`src/rtl/ors_pkg.sv`:
```
package ors_pkg;
    typedef enum logic [1:0] {
        ST_ACCEPT = 2'd0,
        ST_LATE   = 2'd1,
        ST_NOFIT  = 2'd2
    } status_e;
endpackage

```
`src/rtl/ors_classify.sv`:
```
module ors_classify #(
    parameter int NUM_CLASS = 4,
    parameter int RW        = 8,
    parameter int TW        = 32,
    parameter int CW        = 2,
    parameter logic [NUM_CLASS*RW-1:0] CLASS_CLB  = {8'd128, 8'd64, 8'd32, 8'd16},
    parameter logic [NUM_CLASS*RW-1:0] CLASS_BRAM = {8'd8, 8'd4, 8'd2, 8'd1},
    parameter logic [NUM_CLASS*RW-1:0] CLASS_DSP  = {8'd8, 8'd4, 8'd2, 8'd0}
) (
    input  logic          clk,
    input  logic          rst_n,
    input  logic          take,
    input  logic [RW-1:0] clb,
    input  logic [RW-1:0] bram,
    input  logic [RW-1:0] dsp,
    input  logic [TW-1:0] arrival,
    input  logic [TW-1:0] exec_t,
    input  logic [TW-1:0] deadline,
    output logic          ready,
    output logic          s1_valid,
    output logic          s1_fit,
    output logic [CW-1:0] s1_class,
    output logic [TW-1:0] s1_arrival,
    output logic [TW-1:0] s1_exec,
    output logic [TW-1:0] s1_deadline
);
    typedef struct packed {
        logic          ready;
        logic          valid;
        logic          fit;
        logic [CW-1:0] cls;
        logic [TW-1:0] arrival;
        logic [TW-1:0] exec_t;
        logic [TW-1:0] deadline;
    } stage_t;

    stage_t st_d, st_q;
    logic [NUM_CLASS-1:0] fit_vec;

    for (genvar g = 0; g < NUM_CLASS; g++) begin : g_fit
        assign fit_vec[g] = (clb  <= CLASS_CLB[g*RW +: RW]) &&
                            (bram <= CLASS_BRAM[g*RW +: RW]) &&
                            (dsp  <= CLASS_DSP[g*RW +: RW]);
    end

    always_comb begin
        st_d          = st_q;
        st_d.ready    = 1'b1;
        st_d.valid    = take;
        st_d.fit      = 1'b0;
        st_d.cls      = '0;
        st_d.arrival  = arrival;
        st_d.exec_t   = exec_t;
        st_d.deadline = deadline;
        for (int i = NUM_CLASS - 1; i >= 0; i--) begin
            if (fit_vec[i]) begin
                st_d.fit = 1'b1;
                st_d.cls = CW'(i);
            end
        end
    end

    always_ff @(posedge clk) begin
        if (!rst_n) begin
            st_q <= '0;
        end else begin
            st_q <= st_d;
        end
    end

    assign ready       = st_q.ready;
    assign s1_valid    = st_q.valid;
    assign s1_fit      = st_q.fit;
    assign s1_class    = st_q.cls;
    assign s1_arrival  = st_q.arrival;
    assign s1_exec     = st_q.exec_t;
    assign s1_deadline = st_q.deadline;

    AST_CLASS_IN_RANGE: assert property (@(posedge clk) disable iff (!rst_n)
        (s1_valid && s1_fit) |-> (32'(s1_class) < NUM_CLASS));
    AST_STAGE_FOLLOWS_TAKE: assert property (@(posedge clk) disable iff (!rst_n)
        s1_valid |-> $past(take));
endmodule

```
`src/rtl/ors_admit.sv`:
```
module ors_admit
    import ors_pkg::*;
#(
    parameter int NUM_CLASS = 4,
    parameter int TW        = 32,
    parameter int CW        = 2,
    parameter logic [NUM_CLASS*TW-1:0] CLASS_RECFG = {32'd32, 32'd16, 32'd8, 32'd4}
) (
    input  logic          clk,
    input  logic          rst_n,
    input  logic          s1_valid,
    input  logic          s1_fit,
    input  logic [CW-1:0] s1_class,
    input  logic [TW-1:0] s1_arrival,
    input  logic [TW-1:0] s1_exec,
    input  logic [TW-1:0] s1_deadline,
    output logic          out_valid,
    output logic [1:0]    out_status,
    output logic [CW-1:0] out_class,
    output logic [TW-1:0] out_start
);
    localparam int EW = TW + 2;

    typedef struct packed {
        logic [TW-1:0]                port_free;
        logic [NUM_CLASS-1:0][TW-1:0] slot_free;
        logic                         valid;
        status_e                      status;
        logic [CW-1:0]                cls;
        logic [TW-1:0]                start;
    } sched_t;

    sched_t st_d, st_q;

    logic [TW-1:0] recfg_t;
    logic [TW-1:0] slot_t;
    logic [TW-1:0] start_t;
    logic [EW-1:0] finish_t;
    logic [EW-1:0] loaded_t;
    logic          in_time;

    always_comb begin
        recfg_t = '0;
        slot_t  = '0;
        for (int i = 0; i < NUM_CLASS; i++) begin
            if (s1_class == CW'(i)) begin
                recfg_t = CLASS_RECFG[i*TW +: TW];
                slot_t  = st_q.slot_free[i];
            end
        end
        start_t = st_q.port_free;
        if (slot_t > start_t)     start_t = slot_t;
        if (s1_arrival > start_t) start_t = s1_arrival;
        loaded_t = EW'(start_t) + EW'(recfg_t);
        finish_t = loaded_t + EW'(s1_exec);
        in_time  = (finish_t <= EW'(s1_deadline));
    end

    always_comb begin
        st_d        = st_q;
        st_d.valid  = s1_valid;
        st_d.status = ST_NOFIT;
        st_d.cls    = '0;
        st_d.start  = '0;
        if (s1_valid && s1_fit) begin
            st_d.cls   = s1_class;
            st_d.start = start_t;
            if (in_time) begin
                st_d.status    = ST_ACCEPT;
                st_d.port_free = loaded_t[TW-1:0];
                for (int i = 0; i < NUM_CLASS; i++) begin
                    if (s1_class == CW'(i)) begin
                        st_d.slot_free[i] = finish_t[TW-1:0];
                    end
                end
            end else begin
                st_d.status = ST_LATE;
            end
        end
    end

    always_ff @(posedge clk) begin
        if (!rst_n) begin
            st_q <= '0;
        end else begin
            st_q <= st_d;
        end
    end

    assign out_valid  = st_q.valid;
    assign out_status = st_q.status;
    assign out_class  = st_q.cls;
    assign out_start  = st_q.start;

    AST_PORT_NEVER_BACK: assert property (@(posedge clk) disable iff (!rst_n)
        st_q.port_free >= $past(st_q.port_free));
    AST_PORT_AFTER_START: assert property (@(posedge clk) disable iff (!rst_n)
        (st_q.valid && st_q.status == ST_ACCEPT) |-> (st_q.port_free >= st_q.start));
    AST_SLOT_AFTER_PORT: assert property (@(posedge clk) disable iff (!rst_n)
        (st_q.valid && st_q.status == ST_ACCEPT) |-> (st_q.slot_free[st_q.cls] >= st_q.port_free));
    AST_LATE_KEEPS_PORT: assert property (@(posedge clk) disable iff (!rst_n)
        (st_q.valid && st_q.status != ST_ACCEPT) |-> $stable(st_q.port_free));
    AST_DECISION_IN_ORDER: assert property (@(posedge clk) disable iff (!rst_n)
        out_valid |-> $past(s1_valid));
endmodule

```
`src/rtl/ordered_recfg_sched.sv`:
```
module ordered_recfg_sched #(
    parameter int NUM_CLASS = 4,
    parameter int RW        = 8,
    parameter int TW        = 32,
    parameter logic [NUM_CLASS*RW-1:0] CLASS_CLB   = {8'd128, 8'd64, 8'd32, 8'd16},
    parameter logic [NUM_CLASS*RW-1:0] CLASS_BRAM  = {8'd8, 8'd4, 8'd2, 8'd1},
    parameter logic [NUM_CLASS*RW-1:0] CLASS_DSP   = {8'd8, 8'd4, 8'd2, 8'd0},
    parameter logic [NUM_CLASS*TW-1:0] CLASS_RECFG = {32'd32, 32'd16, 32'd8, 32'd4},
    localparam int CW = (NUM_CLASS > 1) ? $clog2(NUM_CLASS) : 1
) (
    input  logic          clk,
    input  logic          rst_n,
    input  logic          in_valid,
    output logic          in_ready,
    input  logic [TW-1:0] in_arrival,
    input  logic [RW-1:0] in_clb,
    input  logic [RW-1:0] in_bram,
    input  logic [RW-1:0] in_dsp,
    input  logic [TW-1:0] in_exec,
    input  logic [TW-1:0] in_deadline,
    output logic          out_valid,
    output logic [1:0]    out_status,
    output logic [CW-1:0] out_class,
    output logic [TW-1:0] out_start
);
    logic          take;
    logic          s1_valid;
    logic          s1_fit;
    logic [CW-1:0] s1_class;
    logic [TW-1:0] s1_arrival;
    logic [TW-1:0] s1_exec;
    logic [TW-1:0] s1_deadline;

    assign take = in_valid && in_ready;

    ors_classify #(
        .NUM_CLASS (NUM_CLASS),
        .RW        (RW),
        .TW        (TW),
        .CW        (CW),
        .CLASS_CLB (CLASS_CLB),
        .CLASS_BRAM(CLASS_BRAM),
        .CLASS_DSP (CLASS_DSP)
    ) u_classify (
        .clk        (clk),
        .rst_n      (rst_n),
        .take       (take),
        .clb        (in_clb),
        .bram       (in_bram),
        .dsp        (in_dsp),
        .arrival    (in_arrival),
        .exec_t     (in_exec),
        .deadline   (in_deadline),
        .ready      (in_ready),
        .s1_valid   (s1_valid),
        .s1_fit     (s1_fit),
        .s1_class   (s1_class),
        .s1_arrival (s1_arrival),
        .s1_exec    (s1_exec),
        .s1_deadline(s1_deadline)
    );

    ors_admit #(
        .NUM_CLASS  (NUM_CLASS),
        .TW         (TW),
        .CW         (CW),
        .CLASS_RECFG(CLASS_RECFG)
    ) u_admit (
        .clk        (clk),
        .rst_n      (rst_n),
        .s1_valid   (s1_valid),
        .s1_fit     (s1_fit),
        .s1_class   (s1_class),
        .s1_arrival (s1_arrival),
        .s1_exec    (s1_exec),
        .s1_deadline(s1_deadline),
        .out_valid  (out_valid),
        .out_status (out_status),
        .out_class  (out_class),
        .out_start  (out_start)
    );

    AST_NOFIT_BLANK: assert property (@(posedge clk) disable iff (!rst_n)
        (out_valid && out_status == 2'd2) |-> (out_class == '0 && out_start == '0));
endmodule

```
`config.mk`:
```
export PLATFORM = sky130hd
export DESIGN_NAME = ordered_recfg_sched
export DESIGN_NICKNAME = d
export VERILOG_FILES = /design/src/rtl/ors_pkg.sv /design/src/rtl/ors_classify.sv /design/src/rtl/ors_admit.sv /design/src/rtl/ordered_recfg_sched.sv
export SDC_FILE = /design/constraint.sdc
export NUM_CORES = 1
export LEC_CHECK = 0
export ABC_AREA = 1
export BUFFER_PORTS_ARGS = -buffer_cell sky130_fd_sc_hd__buf_2
export CORE_MARGIN = 2
export CORE_UTILIZATION = 50
export DETAILED_ROUTE_END_ITERATION = 16
export GPL_TIMING_DRIVEN = 0
export MAX_ROUTING_LAYER = met4
export PLACE_DENSITY_LB_ADDON = 0.05
export SLEW_MARGIN = 30
export SYNTH_ARGS = -nofsm -noshare
export SYNTH_HDL_FRONTEND = slang
export SYNTH_SLANG_ARGS = --single-unit
```
`constraint.sdc`:
```
create_clock -name clk -period 25.9 [get_ports clk]
set_input_delay 1.295 -clock clk [delete_from_list [all_inputs] [get_ports clk]]
set_output_delay 1.295 -clock clk [all_outputs]
set_load 0.05 [all_outputs]
```
==> results of run 1 <==
[stage by stage]
step	hold slack (ns)	power, W	cell area, um^2	utilization	cells
2_1_floorplan	0.414	0.000636	17200	-	2432
3_3_place_gp	0.426	0.000718	18600	0.543	3047
3_5_place_dp	0.436	0.000721	18600	0.543	3047
4_1_cts	0.445	0.00123	19800	0.577	3109
5_1_grt	0.471	0.00128	19800	0.577	3109
6_report	0.444	0.00122	19800	0.577	3109
[registers in the layout, indices dropped and copies added, names as in the netlist, 2 cells and up]
signal and count:
u_admit.st_q 160, u_admit.out_start 32, u_classify.s1_arrival 32, u_classify.s1_deadline 32, u_classify.s1_exec 32, u_admit.out_class 2
u_admit.out_status 2, u_classify.s1_class 2
[cell usage in the layout, fill, tap and decap left out, drive strengths merged, types with 6 or more instances in the layout]
cell / synthesis / routed
nand4: 133 / 133
buf: 96 / 256
clkbuf: 54 / 105
nor2: 222 / 222
nor3: 13 / 13
nand3: 78 / 78
a21o: 7 / 7
o21a: 6 / 6
clkinv: 3 / 10
dfxtp: 298 / 298
xnor2: 11 / 11
and2: 6 / 6
o211ai: 13 / 13
nand2: 605 / 605
o21ai: 104 / 104
o22ai: 13 / 13
xor2: 42 / 42
or2: 6 / 6
ha: 132 / 132
inv: 343 / 343
a31oi: 7 / 7
a21oi: 199 / 199
[kinds of logic after synthesis]
group,count (synthesis),share of synthesized area
AOI/OAI and AO/OA,375,0.126
xor gates and xnor gates,53,0.0269
adders and majority gates,134,0.0981
buffers and inverters,496,0.128
DFF,298,0.346
and+or+nand+nor,1076,0.276
[power by group through the flow]
stage          clock network (W)  logic [W]  registers [W]
2_1_floorplan                  0   0.000157       0.000480
3_3_place_gp                   0   0.000237       0.000481
3_5_place_dp                   0   0.000240       0.000481
4_1_cts                 0.000513   0.000242       0.000471
5_1_grt                 0.000533   0.000270       0.000472
6_report                0.000505   0.000247       0.000471
[cells in the mapped netlist, types with 5 or more instances]
cell type,n
buf_6,11
xor2_1,42
nand2_2,30
o211ai_1,10
o21a_1,6
and2_1,6
nor2_1,212
dfxtp_1,298
o22ai_1,13
buf_4,54
o21ai_1,28
o21bai_1,5
ha_1,132
nand3_1,74
a21oi_2,21
nor2_2,6
inv_1,336
a21o_1,7
nand2_1,574
nand4_1,131
xnor2_1,11
a31oi_1,7
clkbuf_1,54
nand3b_1,5
o21ai_0,72
buf_1,5
inv_2,6
or2_2,5
buf_2,24
a21oi_1,178
nor3_1,12
nor4_1,5
[critical path: cells and delay by family, from the launching register on]
| kind | cells | cell delay [ns] |
|---|---|---|
| xor gates and xnor gates | 2 | 0.83 |
| buffers and inverters | 15 | 3.28 |
| adders and majority gates | 5 | 1.69 |
| AOI/OAI and AO/OA | 13 | 2.35 |
| DFF | 1 | 0.64 |
| and+or+nand+nor | 35 | 4.52 |
[final timing paths]
path,startpoint,end,slack (ns),cells past startpoint
setup / recovery,u_classify.s1_class[1]$_SDFF_PP0_,u_admit.st_q[84]$_SDFFE_PN0P_,12.48,70
hold / removal,u_classify.ready$_DFF_P_,u_classify.s1_valid$_SDFF_PN0_,0.44,2
setup reg to reg,u_classify.s1_class[1]$_SDFF_PP0_,u_admit.st_q[84]$_SDFFE_PN0P_,12.48,70
hold reg to reg,u_classify.ready$_DFF_P_,u_classify.s1_valid$_SDFF_PN0_,0.44,2
[cell type report]
cell class,count,area share
clock buffer,51,0.0503
sequential,298,0.301
clock inverter,11,0.00898
inverter,346,0.0658
buffer,150,0.0456
timing repair buffer,160,0.0405
multi-input combinational,1638,0.459
tap,455,0.0288
[metal layers]
metal  share of wire  GRT usage
met1            0.45      0.402
met3           0.052     0.0321
met4           0.037      0.112
met2            0.46      0.508
met5               0          -
==> summary.txt, run 1 <==
Die
  – # IOs: 161
  – Initial core utilization: 0.503
  – Die Y: 190 um
  – FP Rows: 68
  – Core Region: 34300 um^2
  – Die X: 190 um
  – Die area: 36000 um^2

Power and ir drop
  – Worst VDD drop: 52.1 uV
  – Lkg Pwr: 9.89 nW
  – Seq pwr share: 0.385
  – Switching Fraction: 0.312
  – Comb power frac: 0.202
  – Pwr/cell area: a little over 60 nW/um^2
  – Clk network pwr share: 0.413
  – Power Internal: 0.000841 W
  – P_sw: 0.000382 W

Global routing
  – First-pass GRT wire length: about 84000 um
  – Vias in the first global route: about 15000
  – Initial antenna violation count: 0
  – Global route overflow: 0
  – Largest net degree at the start of global routing: 13
  – GR Util All Layers: 0.311

Synth
  – Post-synth top area cell: dfxtp_1
  – Top post-synthesis cells by area: dfxtp_1 35%, nand2_1 12%, ha_1 9.6%, inv_1 7.3%, a21oi_1 5.2%
  – Register area share after synthesis: 0.346
  – Synth async-reset ratio: 0
  – Synthesis Warnings: 0
  – Yosys reg bits: 298
  – Synth Cell Area: 17200 um^2
  – Most common flop cell mapped by yosys: dfxtp_1
  – Post-synth top area share: 0.346
  – Number of synthesized flops with an enable pin: 0
  – Post-Syn Area per Cell: 7.09 um^2
  – Gate Count Post-Synth: between 2000 and 2500
  – Synth Net Count: approximately 2700
  – Cell variety after synth: 60

Timing
  – Fin crit period: 13.42 ns
  – Max Clock Skew: 0.0296 ns
  – RSZ-0062 raised after global routing: no
  – Setup WS post-layout: 12.48 ns
  – Worst-Margin Slew: 0.891 ns
  – Slew Limit Fails: 0
  – Setup violations, final: 0
  – Final setup TNS: 0 ns
  – Fin crit share: 0.518
  – Slew HR: 0.406
  – Fin. Hold Viols: 0
  – Achievable Freq: 0.0745 GHz

Setup path
  – Slowest CP cell: dfxtp_1
  – Crit-path max cell delay: 0.64 ns
  – Crit Path Max Fanout: 10
  – Arr. time, crit path: about 14 ns
  – Worst Setup End Kind: register
  – Type of the worst setup path: reg -> reg
  – WP data required: 26.36 ns
  – Crit path launch type: register
  – Most used cell, CP: nand2_1

Min path
  – Hold WC Path Type: reg -> reg

Clock tree
  – CTS max path bufs: 3
  – Root buffer cell: clkbuf_16
  – CTS tree: yes
  – Hold_buf cts: 0
  – Clk sinks: 298
  – Post-CTS Setup Bufs: 0
  – CTS H-tree lvls: 2
  – PostCTS Resize Cnt: 0
  – Clk Latency, worst-skew pair: approximately 0.54 ns
  – Clk slew on worst S/H paths: 0.06 ns
  – CTS buffer count: 35

Place
  – Gpl congestion: 0.955
  – DP Worst Slack: approximately 13 ns
  – Detailed placement HPWL: 43400 um
  – I/O Buffers: 160

Final layout
  – Layout cells sized above 1: 0.148
  – Fill cell count: between 3000 and 4000
  – Nets: 2886
  – Area used by multi-input combinational logic: 9080 um^2
  – N_diodes: 0
  – FF/Latch Area: around 6000 um^2
  – Area Overhead vs Synth: 14.8%

Route
  – DR vias/cell: 5.17
  – Post-Route WL: 54100 um
  – DR WL/cell: 17.4 um
  – DRC Markers: 0
  – Via count: 16100
  – Starting DRT DRC Count: 1135
  – DRT Pass-1 Iters: 5
  – Antenna-violating nets left: 0

Outcome
  – Status: finished, final reports clean

Flow run
  – Max_cap viols: 0
(Power assumes the default switching activity.)
==> run 2: changes to the inputs <==
--- a/config.mk
+++ b/config.mk
@@ -5,7 +5,7 @@
 export SDC_FILE = /design/constraint.sdc
 export NUM_CORES = 1
 export LEC_CHECK = 0
-export ABC_AREA = 1
+export ABC_AREA = 0
 export BUFFER_PORTS_ARGS = -buffer_cell sky130_fd_sc_hd__buf_2
 export CORE_MARGIN = 2
 export CORE_UTILIZATION = 50
==> constraint.sdc (replaced) <==
create_clock -name clk -period 12.7 [get_ports clk]
set_input_delay 0.635 -clock clk [delete_from_list [all_inputs] [get_ports clk]]
set_output_delay 0.635 -clock clk [all_outputs]
set_load 0.05 [all_outputs]
==> summary.txt, run 2 <==
Outcome
  – Status: finished, final reports clean

Die
  – # IOs: 161 (unchanged)
  – Initial core utilization: 0.509 (+0.00600)
  – FP Rows: 66 (-2.9%)
  – Die area: 34800 um^2 (-3.4%)
  – Core Region: 32700 um^2 (-4.6%)
  – Die X: 186 um (-1.7%)
  – Die Y: 186 um (-1.7%)

Route
  – DRC Markers: 0 (unchanged)
  – DR vias/cell: 5.63 (+9.0%)
  – DRT Pass-1 Iters: 8 (+3)
  – Via count: 14400 (-10%)
  – DR WL/cell: 20.0 um (+15%)
  – Antenna-violating nets left: 0 (unchanged)
  – Starting DRT DRC Count: 947 (-17%)
  – Post-Route WL: 51100 um (-5.6%)

Synth
  – Most frequent cell after synthesis: dfxtp_1
  – Most common flop cell mapped by yosys: dfxtp_1
  – Post-synth top area share: 0.358 (+0.0125)
  – Synth Cell Area: 16600 um^2 (-3.5%)
  – Top post-synthesis cells by area: dfxtp_1 36%, ha_1 9.9%, mux2i_1 9.2%, nand2_1 4.7%, mux4_2 4.3%
  – Post-synth top area cell: dfxtp_1
  – Gate Count Post-Synth: 1838 (-24%)
  – Synthesis Warnings: 0 (unchanged)
  – Synth top cells by count: 298 x dfxtp_1, 209 x nand2_1, 153 x mux2i_1
  – Synth Net Count: 2095 (-22%)
  – Synth async-reset ratio: 0 (unchanged)
  – Yosys reg bits: 298 (unchanged)
  – Post-Syn Area per Cell: 9.06 um^2 (+28%)
  – Number of synthesized flops with an enable pin: 0 (unchanged)
  – Register area share after synthesis: 0.358 (+0.0125)
  – Cell variety after synth: 76 (+27%)

Min path
  – Hold Path Depth: 1 (-1)
  – Hold WC Path Type: in -> reg

Power and ir drop
  – Worst VDD drop: 123 uV (+140%)
  – Power Total: 0.00248 W (+100%)
  – Seq pwr share: 0.389 (+0.004)
  – Power Internal: 0.00177 W (+110%)
  – Clk network pwr share: 0.417 (+0.004)
  – Lkg Pwr: 8.50 nW (-14%)
  – P_sw: 0.000713 W (+87%)
  – Switching Fraction: 0.287 (-0.0249)
  – Pwr/cell area: 121 nW/um^2 (+96%)
  – Comb power frac: 0.194 (-0.008)

Timing
  – Hold_ws: 0.300 ns (-0.144 ns)
  – Worst-Margin Slew: 0.913 ns (+0.0216 ns)
  – Fin crit share: 0.974 (+0.456)
  – Fin crit period: 12.36 ns (-1.05 ns)
  – Fin. Hold Viols: 0 (unchanged)
  – Slew HR: 0.391 (-0.0144)
  – Max Clock Skew: 0.0257 ns (-0.00383 ns)
  – Slew Limit Fails: 0 (unchanged)
  – Setup violations, final: 0 (unchanged)
  – Achievable Freq: 0.0809 GHz (+8.5%)

Final layout
  – Most frequent cells in the layout: 297 x dfxtp_1, 209 x nand2_1, 166 x buf_2, 149 x mux2i_1, 126 x ha_1
  – N_diodes: 0 (unchanged)
  – Max reg flops: 160 (unchanged)
  – Reg with most FFs: u_admit.st_q
  – Fin area: 20500 um^2 (+3.7%)
  – Post-Route Utilization: 0.628 (+0.0503)
  – Layout cells sized above 1: 0.223 (+0.0746)
  – Commonest non-fill, non-tap cell in the layout: dfxtp_1
  – Nets: 2350 (-19%)
  – Area Overhead vs Synth: 23.3%

Clock tree
  – Clk slew on worst S/H paths: 0.06 ns (about the same)
  – Root buffer cell: clkbuf_16
  – Clk sinks: 298 (unchanged)
  – CTS H-tree lvls: 2 (unchanged)
  – Clk Latency, worst-skew pair: 0.54 ns (about the same)
  – CTS buffer count: 34 (-2.9%)
  – CTS max path bufs: 3 (unchanged)
  – CTS tree: yes

Global routing
  – Largest net degree at the start of global routing: 14 (+1)
  – First-pass GRT wire length: 77800 um (-7.5%)
  – Global route overflow: 0 (unchanged)
  – Vias in the first global route: 14100 (-8.3%)
  – Initial antenna violation count: 1 (+1)
  – GR Util All Layers: 0.294 (-0.0170)

Setup path
  – Worst Setup End Kind: register
  – Type of the worst setup path: reg -> reg
  – Slowest CP cell: mux4_2
  – Critical path depth in cells: 60 (-14%)
  – Crit-path max cell delay: 0.59 ns (-0.05 ns)
  – Arr. time, crit path: 12.81 ns (-1.06 ns)
  – Crit path launch type: register
  – Crit path max-delay family: compound AO/OA/AOI/OAI gates
  – Crit Path Max Fanout: 14 (+4)
  – Worst Reg2Reg Path Length in Cells: 60 (-14%)
  – Most used cell, CP: buf_12
  – WP data required: 13.15 ns (-13.21 ns)
  – CP bufs+invs: 14 (-1)

Place
  – Detailed placement HPWL: 38200 um (-12%)
  – Gpl congestion: 0.946 (-0.97%)
  – Dpl cell area: 18000 um^2 (-3.3%)
  – I/O Buffers: 160 (unchanged)

Flow run
  – Max_cap viols: 0 (unchanged)
## run 2: cell count changes in the layout (fill, tap and decap cells not counted), sizes merged, moves of 24 or more
cell	before	now
nor2	222	98
mux4	0	32
a211oi	4	34
a21o	7	31
o21ai	104	54
nand2	605	209
nor3	13	40
buf	256	295
mux2i	0	153
nand4	133	32
nand3	78	44
a21oi	199	116
and2	6	114
inv	343	98
## run 2: timing repair
| action | 4_1_cts | 5_1_grt |
|---|---|---|
| setup buffers | 30 | 24 |
| setup endpoints to repair | 161 | 161 |
| gates resized for setup | 122 | 72 |
| hold buffers | 0 | 0 |
| gates cloned | 1 | 6 |
| pin swaps | 18 | 26 |
## run 2: per-stage QoR
| step | worst slack (ns) | std cells | setup TNS (ns) |
|---|---|---|---|
| 3_3_place_gp | -4.78 | 2440 | -736.84 |
| 6_report | 0.336 | 2557 | 0 |
| 5_1_grt | -0.189 | 2557 | -14.87 |
| 2_1_floorplan | 0.0717 | 1838 | 0 |
| 3_5_place_dp | -4.94 | 2440 | -760.05 |
| 4_1_cts | 0.00793 | 2529 | 0 |
## run 2: path summary, 6_finish.rpt
kind	endpoint	from	slack [ns]
worst max-delay path	u_admit.st_q[148]$_SDFFE_PN0P_	u_classify.s1_class[0]$_SDFF_PP0_	0.34
worst min-delay path	u_classify.ready$_DFF_P_	rst_n	0.30
worst max register to register	u_admit.st_q[148]$_SDFFE_PN0P_	u_classify.s1_class[0]$_SDFF_PP0_	0.34
worst min register to register	u_admit.st_q[146]$_SDFFE_PN0P_	u_admit.st_q[146]$_SDFFE_PN0P_	0.46
## run 2: final cells by class
cell class                      instances  area (um^2)
Fill cell                            2774        12200
Clock inverter                         11          209
Tap cell                              442          553
Sequential cell                       298         5970
Buffer                                127         1080
Multi-Input combinational cell       1314        10000
Clock buffer                           47          960
Inverter                               97          367
Timing Repair Buffer                  221         1380
## run 2: logic make-up after synthesis
logic type / after synthesis / synth area share
AND/OR/NAND/NOR: 617 / 0.183
AO/OA/AOI/OAI: 320 / 0.124
flip-flops: 298 / 0.358
buffers and inverters: 226 / 0.0665
multiplexers: 187 / 0.137
adder cells (fa/ha/maj): 134 / 0.102
XOR/XNOR: 56 / 0.0295
## run 2: power groups by stage
| stage | Sequential, W | Combinational, W | Clock (W) |
|---|---|---|---|
| finish | 0.000964 | 0.000482 | 0.00103 |
| global route | 0.000965 | 0.000527 | 0.00108 |
| CTS | 0.000964 | 0.000453 | 0.00105 |
| detailed placement | 0.000984 | 0.000427 | 0 |
| global placement | 0.000984 | 0.000420 | 0 |
| floorplan | 0.000980 | 0.000290 | 0 |
## run 2: per-layer routing
metal,vias to the layer above,routed length [um],global-route usage
met5,-,0,-
met4,0,1790,0.108
met3,127,3200,0.0465
met2,543,23200,0.467
met1,6776,22900,0.379
li1,6961,-,-
## run 2: worst reg2reg max path: cells and delay by family (launching register included)
kind	cells	cell delay (ns)
AO/OA/AOI/OAI	23	3.96
AND/OR/NAND/NOR	13	3.25
buffers and inverters	14	1.97
adder cells (fa/ha/maj)	5	1.36
multiplexers	3	1.15
flip-flops	1	0.36
XOR/XNOR	2	0.25
